===== config.mk =====
export PLATFORM = sky130hd
export DESIGN_NAME = sysreg_trap_router
export DESIGN_NICKNAME = d
export VERILOG_FILES = /design/src/rtl/trap_route_pkg.sv /design/src/rtl/level_trap_check.sv /design/src/rtl/sysreg_trap_router.sv
export SDC_FILE = /design/constraint.sdc
export NUM_CORES = 1
export LEC_CHECK = 0
export BUFFER_PORTS_ARGS = -buffer_cell sky130_fd_sc_hd__buf_4
export CORE_ASPECT_RATIO = 0.7
export CORE_MARGIN = 8
export CORE_UTILIZATION = 41
export CTS_CLUSTER_SIZE = 12
export DETAILED_ROUTE_END_ITERATION = 6
export PLACE_DENSITY = 0.89
export SLEW_MARGIN = 20
export SYNTH_ARGS = -nofsm -noshare
export SYNTH_HDL_FRONTEND = slang
export SYNTH_SLANG_ARGS = --single-unit

===== constraint.sdc =====
create_clock -name clk -period 1.3 [get_ports clk]
set_clock_uncertainty 0.1 [all_clocks]
set_input_delay 0.13 -clock clk [delete_from_list [all_inputs] [get_ports clk]]
set_output_delay 0.13 -clock clk [all_outputs]
set_load 0.01 [all_outputs]

===== src/rtl/trap_route_pkg.sv =====
package trap_route_pkg;

    typedef enum logic [1:0] {
        TGT_NONE = 2'd0,
        TGT_SUP  = 2'd1,
        TGT_HYP  = 2'd2,
        TGT_MON  = 2'd3
    } trap_tgt_e;

    typedef enum logic [1:0] {
        RC_GENERIC  = 2'd0,
        RC_FP_CTRL  = 2'd1,
        RC_FP_STAT  = 2'd2,
        RC_FP_EXC32 = 2'd3
    } reg_class_e;

    typedef enum logic {
        ST_IDLE = 1'b0,
        ST_TRAP = 1'b1
    } route_state_e;

    localparam int NUM_STAGES = 3;

endpackage


===== src/rtl/level_trap_check.sv =====
module level_trap_check #(
    parameter int MAX_LEVEL   = 1,
    parameter bit NONSEC_ONLY = 1'b0,
    parameter bit SUP_FP_RULE = 1'b0
) (
    input  logic [1:0] level,
    input  logic       is_fp,
    input  logic       secure_state,
    input  logic       feature_ok,
    input  logic [1:0] fp_enable,
    input  logic       fp_trap,
    input  logic       gen_trap,
    output logic       fire
);
    localparam logic [1:0] LVL_LIMIT = 2'(MAX_LEVEL);

    logic in_range;
    logic gate_ok;
    logic sup_rule;
    logic fp_hit;

    always_comb begin
        in_range = (level <= LVL_LIMIT);
        gate_ok  = NONSEC_ONLY ? (!secure_state && (level != 2'd2)) : 1'b1;
        sup_rule = ((level == 2'd0) && (fp_enable != 2'd3)) ||
                   ((level == 2'd1) && !fp_enable[0]);
        fp_hit   = SUP_FP_RULE ? sup_rule : fp_trap;
        fire     = feature_ok && in_range && gate_ok && (is_fp ? fp_hit : gen_trap);
    end

endmodule


===== src/rtl/sysreg_trap_router.sv =====
module sysreg_trap_router
    import trap_route_pkg::*;
#(
    parameter int              IMM_W     = 25,
    parameter int              CLASS_W   = 6,
    parameter logic [CLASS_W-1:0] FP_CLASS  = 6'h07,
    parameter logic [CLASS_W-1:0] GEN_CLASS = 6'h18,
    parameter logic [IMM_W-1:0]   FP_IMM    = 25'h1E00000
) (
    input  logic               clk,
    input  logic               rst,
    input  logic               req_valid,
    input  logic [1:0]         req_level,
    input  logic [1:0]         req_class,
    input  logic [IMM_W-1:0]   req_imm,
    input  logic               secure_state,
    input  logic               virt_present,
    input  logic               sec_present,
    input  logic [1:0]         fp_enable,
    input  logic               hyp_fp_trap,
    input  logic               mon_fp_trap,
    input  logic               hyp_gen_trap,
    input  logic               mon_gen_trap,
    output logic               trap_valid,
    output logic [1:0]         trap_target,
    output logic [CLASS_W-1:0] trap_class,
    output logic [IMM_W-1:0]   trap_imm
);
    logic [NUM_STAGES-1:0] stage_fire;
    logic [NUM_STAGES-1:0] stage_feat;
    logic [NUM_STAGES-1:0] stage_fp_trap;
    logic [NUM_STAGES-1:0] stage_gen_trap;
    logic                  is_fp;

    assign is_fp          = (reg_class_e'(req_class) != RC_GENERIC);
    assign stage_feat     = {sec_present, virt_present, 1'b1};
    assign stage_fp_trap  = {mon_fp_trap, hyp_fp_trap, 1'b0};
    assign stage_gen_trap = {mon_gen_trap, hyp_gen_trap, 1'b0};

    for (genvar g = 0; g < NUM_STAGES; g++) begin : g_stage
        localparam int MAXL   = g + 1;
        localparam bit NONSEC = (g == 1);
        localparam bit SUPFP  = (g == 0);
        level_trap_check #(
            .MAX_LEVEL  (MAXL),
            .NONSEC_ONLY(NONSEC),
            .SUP_FP_RULE(SUPFP)
        ) u_check (
            .level       (req_level),
            .is_fp       (is_fp),
            .secure_state(secure_state),
            .feature_ok  (stage_feat[g]),
            .fp_enable   (fp_enable),
            .fp_trap     (stage_fp_trap[g]),
            .gen_trap    (stage_gen_trap[g]),
            .fire        (stage_fire[g])
        );
    end

    trap_tgt_e          pick_tgt;
    logic [CLASS_W-1:0] pick_class;
    logic [IMM_W-1:0]   pick_imm;
    logic               take;

    always_comb begin
        if (stage_fire[0])      pick_tgt = TGT_SUP;
        else if (stage_fire[1]) pick_tgt = TGT_HYP;
        else if (stage_fire[2]) pick_tgt = TGT_MON;
        else                    pick_tgt = TGT_NONE;
        pick_class = is_fp ? FP_CLASS : GEN_CLASS;
        pick_imm   = is_fp ? FP_IMM   : req_imm;
        take       = req_valid && (pick_tgt != TGT_NONE);
    end

    route_state_e state, state_nx;

    always_comb begin
        unique case (state)
            ST_IDLE: state_nx = take ? ST_TRAP : ST_IDLE;
            ST_TRAP: state_nx = take ? ST_TRAP : ST_IDLE;
            default: state_nx = ST_IDLE;
        endcase
    end

    always_ff @(posedge clk) begin
        if (rst) state <= ST_IDLE;
        else     state <= state_nx;
    end

    logic [1:0]         tgt_q;
    logic [CLASS_W-1:0] class_q;
    logic [IMM_W-1:0]   imm_q;

    always_ff @(posedge clk) begin
        if (rst || !take) begin
            tgt_q   <= TGT_NONE;
            class_q <= '0;
            imm_q   <= '0;
        end else begin
            tgt_q   <= pick_tgt;
            class_q <= pick_class;
            imm_q   <= pick_imm;
        end
    end

    assign trap_valid  = (state == ST_TRAP);
    assign trap_target = tgt_q;
    assign trap_class  = class_q;
    assign trap_imm    = imm_q;

    assert_reset_clear_R1: assert property (@(posedge clk)
        rst |=> (!trap_valid && trap_target == 2'd0));

    assert_pulse_cause_R2: assert property (@(posedge clk) disable iff (rst)
        trap_valid |-> $past(req_valid));

    assert_sup_level_R3: assert property (@(posedge clk) disable iff (rst)
        (trap_valid && trap_target == 2'd1) |-> ($past(req_level) <= 2'd1));

    assert_hyp_gate_R7: assert property (@(posedge clk) disable iff (rst)
        (trap_valid && trap_target == 2'd2) |-> ($past(virt_present) && $past(req_level) <= 2'd2));

    assert_mon_gate_R7: assert property (@(posedge clk) disable iff (rst)
        (trap_valid && trap_target == 2'd3) |-> $past(sec_present));

    assert_fp_syndrome_R8: assert property (@(posedge clk) disable iff (rst)
        (trap_valid && $past(req_class) != 2'd0) |-> (trap_class == FP_CLASS && trap_imm == FP_IMM));

    assert_gen_syndrome_R9: assert property (@(posedge clk) disable iff (rst)
        (trap_valid && $past(req_class) == 2'd0) |-> (trap_class == GEN_CLASS && trap_imm == $past(req_imm)));

    assert_quiet_R10: assert property (@(posedge clk) disable iff (rst)
        !trap_valid |-> (trap_target == 2'd0 && trap_class == '0 && trap_imm == '0));

endmodule


# --- Yosys cells after proc, flatten, opt, wreduce, memory -nomap -nowiden ---
# Cells that the tools add are included.
op_classes:
  n_lt_le_gt_ge: 3
  eq_ne: 3
  n_mux: 9
  n_reduce_logical: 19
ops:
  columns: ["operator", "n"]
  rows:
  - ["2-to-1 mux 25 bit", 1]
  - ["logical AND 1 bit", 10]
  - ["2-to-1 mux 2 bit", 3]
  - ["2-to-1 mux 5 bit", 1]
  - ["<= comparator 2 bit (second input constant)", 2]
  - ["2-to-1 mux 1 bit", 4]
  - ["!= test 2 bit (second input constant)", 2]
  - ["nonzero test 2 bit", 2]
  - ["zero test 1 bit", 3]
  - ["== test 2 x 1 -> 1 bit (second input constant)", 1]
  - ["<= comparator 2 x 1 -> 1 bit (second input constant)", 1]
  - ["zero test 2 bit", 1]
  - ["logical OR 1 bit", 2]
  - ["OR reduction 2 bit", 1]
totals:
  regBits: 34
  input_bits: 41
  out_inout_bits: 34
  elab_cells: 39

# --- Logic depth before layout (Yosys ltp) ---
depth:
  word_depth: 11
  mapped_depth: 4
  mapped_depth_nobuf: 3

# --- Cells and area by module ---
# A second synthesis with hierarchy kept.
hier_totals:
  hier_cells: 89
  area_unflattened_um2: 1131.1
modules_own_cells:
  columns: ["mod", "instances", "cells_per_inst", "area_each_um2", "seq_area_each_um2"]
  rows:
  - ["sysreg_trap_router", 1, 82, 1048.5, 600.6]
  - ["level_trap_check (g_stage[0].u_check)", 1, 3, 41.3, 0.0]
  - ["level_trap_check (g_stage[1].u_check)", 1, 2, 25.0, 0.0]
  - ["level_trap_check (g_stage[2].u_check)", 1, 2, 16.3, 0.0]

# --- Worst setup path before layout ---
# Ideal clock, no wire load.
synth_path:
  path_kind: "input -> register"
  from: "input port req_class[1]"
  to: "register class_q[2] (netlist: trap_class[2])"
  setup_ns: 0.134
  arrival_ns: 0.868
  t_required_ns: 1.066
  setup_slack_ns: 0.198
  stages: 3
  n_path_buf: 0
  path_cell_list: "or2_1 > a311oi_4 > a211oi_1"
synth_via:
  elab_chain_cells: 10
  word_cells_on_any_way: 15
  classes_between: "mux (7); reduce/logical (8)"
synth_lines:
  columns: ["item", "line", "rtl"]
  rows:
  - ["start, declared", "sysreg_trap_router.sv:14", "input logic [1:0] req_class,"]
  - ["nonzero test 2 bit *", "sysreg_trap_router.sv:35", "assign is_fp = (reg_class_e'(req_class) != RC_GENERIC);"]
  - ["2-to-1 mux 1 bit", "level_trap_check.sv:28", "fire = feature_ok && in_range && gate_ok && (is_fp ? fp_hit : gen_trap);"]
  - ["logical AND 1 bit", "level_trap_check.sv:28", null]
  - ["2-to-1 mux 2 bit", "sysreg_trap_router.sv:68", "else if (stage_fire[2]) pick_tgt = TGT_MON;"]
  - ["2-to-1 mux 2 bit", "sysreg_trap_router.sv:67", "else if (stage_fire[1]) pick_tgt = TGT_HYP;"]
  - ["2-to-1 mux 2 bit", "sysreg_trap_router.sv:66", "if (stage_fire[0]) pick_tgt = TGT_SUP;"]
  - ["nonzero test 2 bit", "sysreg_trap_router.sv:72", "take = req_valid && (pick_tgt != TGT_NONE);"]
  - ["logical AND 1 bit", "sysreg_trap_router.sv:72", null]
  - ["zero test 1 bit", "sysreg_trap_router.sv:95", "if (rst || !take) begin"]
  - ["logical OR 1 bit", "sysreg_trap_router.sv:95", null]
  - ["end signal, assigned", "sysreg_trap_router.sv:101", "class_q <= pick_class;"]
  - ["end, declared", "sysreg_trap_router.sv:91", "logic [CLASS_W-1:0] class_q;"]
# Every way passes the cells marked *; elsewhere a longest branch is shown, timed or not.
# A chain may end at the register's enable or synchronous reset.

# --- Final worst setup path ---
layout_path:
  from: "input port req_level[1]"
  to: "register tgt_q[1] (netlist: trap_target[1])"
layout_via:
  elab_chain_cells: 10
  word_cells_on_any_way: 24
  classes_between: "order compare (3); eq/ne (2); mux (4); reduce/logical (15)"
layout_lines:
  columns: ["item", "line", "rtl"]
  rows:
  - ["start, declared", "sysreg_trap_router.sv:13", "input logic [1:0] req_level,"]
  - ["<= comparator 2 bit, or another cell as far along", "level_trap_check.sv:23", "in_range = (level <= LVL_LIMIT);"]
  - ["logical AND 1 bit (on tied branches)", null, null]
  - ["logical AND 1 bit / logical OR 1 bit (equally long branches)", null, null]
  - ["2-to-1 mux 2 bit, or another cell as far along", "sysreg_trap_router.sv:68", null]
  - ["2-to-1 mux 2 bit / logical AND 1 bit (equally long branches)", "sysreg_trap_router.sv:67, level_trap_check.sv:28", null]
  - ["2-to-1 mux 2 bit *", "sysreg_trap_router.sv:66", null]
  - ["nonzero test 2 bit", "sysreg_trap_router.sv:72", null]
  - ["logical AND 1 bit", "sysreg_trap_router.sv:72", null]
  - ["zero test 1 bit", "sysreg_trap_router.sv:95", null]
  - ["logical OR 1 bit", "sysreg_trap_router.sv:95", null]
  - ["end signal, assigned", "sysreg_trap_router.sv:100", "tgt_q <= pick_tgt;"]
  - ["end, declared", "sysreg_trap_router.sv:90", "logic [1:0] tgt_q;"]
# Marks and branches as above.

==> impl_summary.txt <==
----------------------------------------------------
[Run status]
  Status ... finished, violations left
  Failing checks ... hold timing

[Hold path]
  Depth of the worst hold-timing path ... 3
  Worst min path class ... in -> reg

[Synthesis]
  Fraction of registers with async set/reset ... 0%
  Netlist Area Pre-Place ... 1190 sq um
  Leading post-synthesis cells by cell area ... sky130_fd_sc_hd__dfxtp_1 (50%), sky130_fd_sc_hd__a21oi_2 (15%), sky130_fd_sc_hd__nand2_1 (6.6%), sky130_fd_sc_hd__buf_4 (5.0%), sky130_fd_sc_hd__a21oi_1 (2.5%)
  Post-synthesis area per instance ... 10.4 sq um
  #FFs+latches synth ... 30
  Top cells by instance count after synthesis ... sky130_fd_sc_hd__dfxtp_1 (30), sky130_fd_sc_hd__nand2_1 (21), sky130_fd_sc_hd__a21oi_2 (20)
  Dominant cell by count in the synthesized netlist ... sky130_fd_sc_hd__dfxtp_1
  Net Count, Synth ... 156
  Area share of the largest cell type after synthesis ... 50.4%
  Top_reg_cell synth ... sky130_fd_sc_hd__dfxtp_1
  Count of unique library cells instantiated by Yosys ... 29
  YS warnings ... 0
  Post-synthesis cell type with the largest combined area ... sky130_fd_sc_hd__dfxtp_1
  EDFF count, synth ... 0
  Part of the Yosys area used for sequential elements ... 50.4%
  Mapped Cells ... 115

[Setup path]
  Gate family responsible for the most delay along the worst path ... compound AO/OA/AOI/OAI gates
  Maximum fanout encountered on the critical timing path ... 6
  Startpoint class of the critical path ... primary input
  Critical path data required time ... 1.38 ns
  Critical Path Stages ... 4
  CP Class ... in -> reg
  Signal arrival time at the worst endpoint ... 1.18 ns
  Series of cell instances along the critical path ... buf_4, nor2_1, o2111ai_2, a221oi_1
  Crit. End Element ... register
  Highest-delay cell along the critical path ... sky130_fd_sc_hd__a221oi_1
  Critical path launch point ... req_level[1]
  End of the critical path ... trap_target[1]
  Critical Path Max Stage Delay ... 0.33 ns
  Sum of buffers and inverters on the critical path ... 1

[Layout]
  Final antenna diode count ... 0
  Net count of the finished layout ... 248
  P&R area growth vs syn ... 72.9%
  Area of the multi-input gates ... 526 sq um
  Share of cells above drive strength 1 ... 54.3%
  FF/Latch Area ... 601 sq um
  Fillers ... 190

[Clock tree]
  Number of buffers added by the clock tree synthesis step ... 5
  Setup bufs post-CTS ... 0
  Clock transition at the registers of the reported paths ... 0.06 ns
  Number of levels the H-tree was split into ... 2
  CTS max path bufs ... 2
  Root cell of the clock tree ... sky130_fd_sc_hd__clkbuf_8
  Clock sink total ... 30
  CTS tree ... built

[Detailed routing]
  Number of remaining DRC errors ... 0
  Routed via count divided by cell count ... 4.77
  Wirelength, routed ... 3590 microns
  First-pass iteration count of the detailed router ... 4
  Antenna Violating Nets Remaining ... 0
  Routed vias ... 1164
  Average wire per cell in the routed design ... 14.7 microns
  DR iter-0 viols ... 47

[Timing]
  Final-report setup violation count ... 0
  Count of endpoints failing hold in the final timing report ... 1
  Setup repair after global routing missed its margin ... false
  Slew Limit Fails ... 0
  Hold_ws ... -0.00104 ns
  Final critical path time including I/O delays and setup ... 1.10 ns
  Highest clock rate ... 908 MHz
  Setup TNS Final ... 0 ns
  Final clock period utilization by the worst path ... 84.8%

[Power]
  Static power due to leakage ... 0.000866 uW
  Max IR drop VDD ... 0.684 mV
  Overall power ... 2010 uW
  Total power per unit cell area ... 975 nW/um^2

[Global route]
  Via count of the first global-routing pass ... 1221
  Pin count of the biggest net entering global routing ... 23
  Antenna violations before repair ... 0
  First-pass GRT wire length ... 5650 microns
  Total global routing overflow ... 0
  Overall fraction of global-route tracks in use ... 14.7%

[Die]
  Number of placement rows ... 16
  I/O pin count ... 75
  Die width ... 80.4 microns
  Y dimension of the die ... 61.1 microns
  Floorplan die area ... 4910 sq um
  Floorplan Core Area ... 2780 sq um
  Starting utilization of the core area ... 42.8%

[Place]
  Final weighted congestion of routability-driven global placement ... 0.911
  Half-perimeter wire length after detailed placement ... 2770 microns
  Port bufs ... 73

[Run]
  Max-cap viol count ... 0

----------------------------------------------------
## routing by layer
layer	global-route usage (%)	wire length (microns)
met1	15.1	1370
met2	26.2	1810
met3	5.25	341
met4	7.47	72
met5	0	0
## placed cells by master, fill, tap and decap left out
cell type | Yosys | final
sky130_fd_sc_hd__a211oi_1 | 1 | 1
sky130_fd_sc_hd__a21boi_1 | 1 | 1
sky130_fd_sc_hd__a21oi_1 | 6 | 6
sky130_fd_sc_hd__a21oi_2 | 20 | 20
sky130_fd_sc_hd__a221oi_1 | 1 | 1
sky130_fd_sc_hd__a311oi_4 | 1 | 1
sky130_fd_sc_hd__and4bb_4 | 1 | 1
sky130_fd_sc_hd__buf_12 | 0 | 3
sky130_fd_sc_hd__buf_4 | 8 | 75
sky130_fd_sc_hd__clkbuf_1 | 0 | 1
sky130_fd_sc_hd__clkbuf_8 | 0 | 6
sky130_fd_sc_hd__clkinv_2 | 0 | 1
sky130_fd_sc_hd__conb_1 | 1 | 1
sky130_fd_sc_hd__dfxtp_1 | 30 | 30
sky130_fd_sc_hd__dlygate4sd3_1 | 0 | 17
sky130_fd_sc_hd__inv_1 | 1 | 1
sky130_fd_sc_hd__nand2_1 | 21 | 21
sky130_fd_sc_hd__nand2b_1 | 1 | 1
sky130_fd_sc_hd__nand4_1 | 1 | 1
sky130_fd_sc_hd__nor2_1 | 2 | 2
sky130_fd_sc_hd__nor2_2 | 1 | 1
sky130_fd_sc_hd__nor2_4 | 1 | 1
sky130_fd_sc_hd__nor2b_1 | 1 | 1
sky130_fd_sc_hd__nor4b_4 | 0 | 1
sky130_fd_sc_hd__o2111a_1 | 1 | 1
sky130_fd_sc_hd__o2111ai_2 | 2 | 2
sky130_fd_sc_hd__o211a_2 | 1 | 1
sky130_fd_sc_hd__o211ai_1 | 1 | 1
sky130_fd_sc_hd__o21ai_0 | 4 | 4
sky130_fd_sc_hd__o21ai_1 | 1 | 1
sky130_fd_sc_hd__o31ai_1 | 1 | 1
sky130_fd_sc_hd__or2_1 | 1 | 1
sky130_fd_sc_hd__or3_1 | 1 | 1
## where the power goes
group          internal [uW]  leakage (uW)  switching (uW)
combinational            185      0.000575             136
sequential               937      0.000243            5.84
clock                    426     0.0000482             319
## state kept, by name (all words and copies together), names as in the netlist
signal       flops
trap_class       2
trap_imm        25
trap_target      2
trap_valid       1
## cells by family (layout without fill, tap and decap cells)
kind of cell           Yosys count  in the layout  share of synthesized area, %
AOI/OAI and AO/OA               41             41                          29.1
buffers and inverters           11            104                          6.20
DFF                             30             30                          50.4
other                            1              1                         0.315
and+or+nand+nor                 32             32                          14.0
## final cells by class
type / instances / share of cell area [%]
clock buffer: 7 / 4.19
clock inverter: 1 / 0.243
inverter: 1 / 0.182
multi-input combinational: 74 / 25.5
sequential: 30 / 29.2
tap: 36 / 2.19
timing repair buffer: 95 / 38.5
## worst min-delay path: stages
cell and delay [ns]:
sky130_fd_sc_hd__buf_4 0.11, sky130_fd_sc_hd__nand2_1 0.06, sky130_fd_sc_hd__a21oi_2 0.03
## through the flow
| step | hold slack [ns] | cell area, sq um | instances | util, % | setup slack (ns) |
|---|---|---|---|---|---|
| 2_1_floorplan | 0.146 | 1190 | 115 | - | 0.198 |
| 3_3_place_gp | 0.271 | 1800 | 219 | 64.6 | 0.0531 |
| 3_5_place_dp | 0.272 | 1800 | 219 | 64.6 | -0.0388 |
| 4_1_cts | 0.000420 | 2060 | 244 | 74.0 | 0.242 |
| 5_1_grt | 0.00802 | 2060 | 244 | 74.0 | 0.139 |
| 6_report | -0.00104 | 2060 | 244 | 74.0 | 0.198 |
## what timing repair did
action / CTS / global route
hold buffers: 17 / 0
hold endpoints to repair: 17 / 0
endpoints found under the setup margin: 0 / 0
gates resized for setup: 0 / 0
## how the worst min path moves through the flow
stage,from,endpoint,slack (ns)
final,req_imm[2],trap_imm[2],-0.001
after global routing,req_imm[2],trap_imm[2],0.008
after CTS,req_imm[2],trap_imm[2],0.0004
after detailed placement,req_imm[6],trap_imm[6],0.27
after global placement,req_imm[6],trap_imm[6],0.27
after floorplan,req_imm[6],trap_imm[6],0.15
No activity file was read; power rests on OpenSTA's default activity.
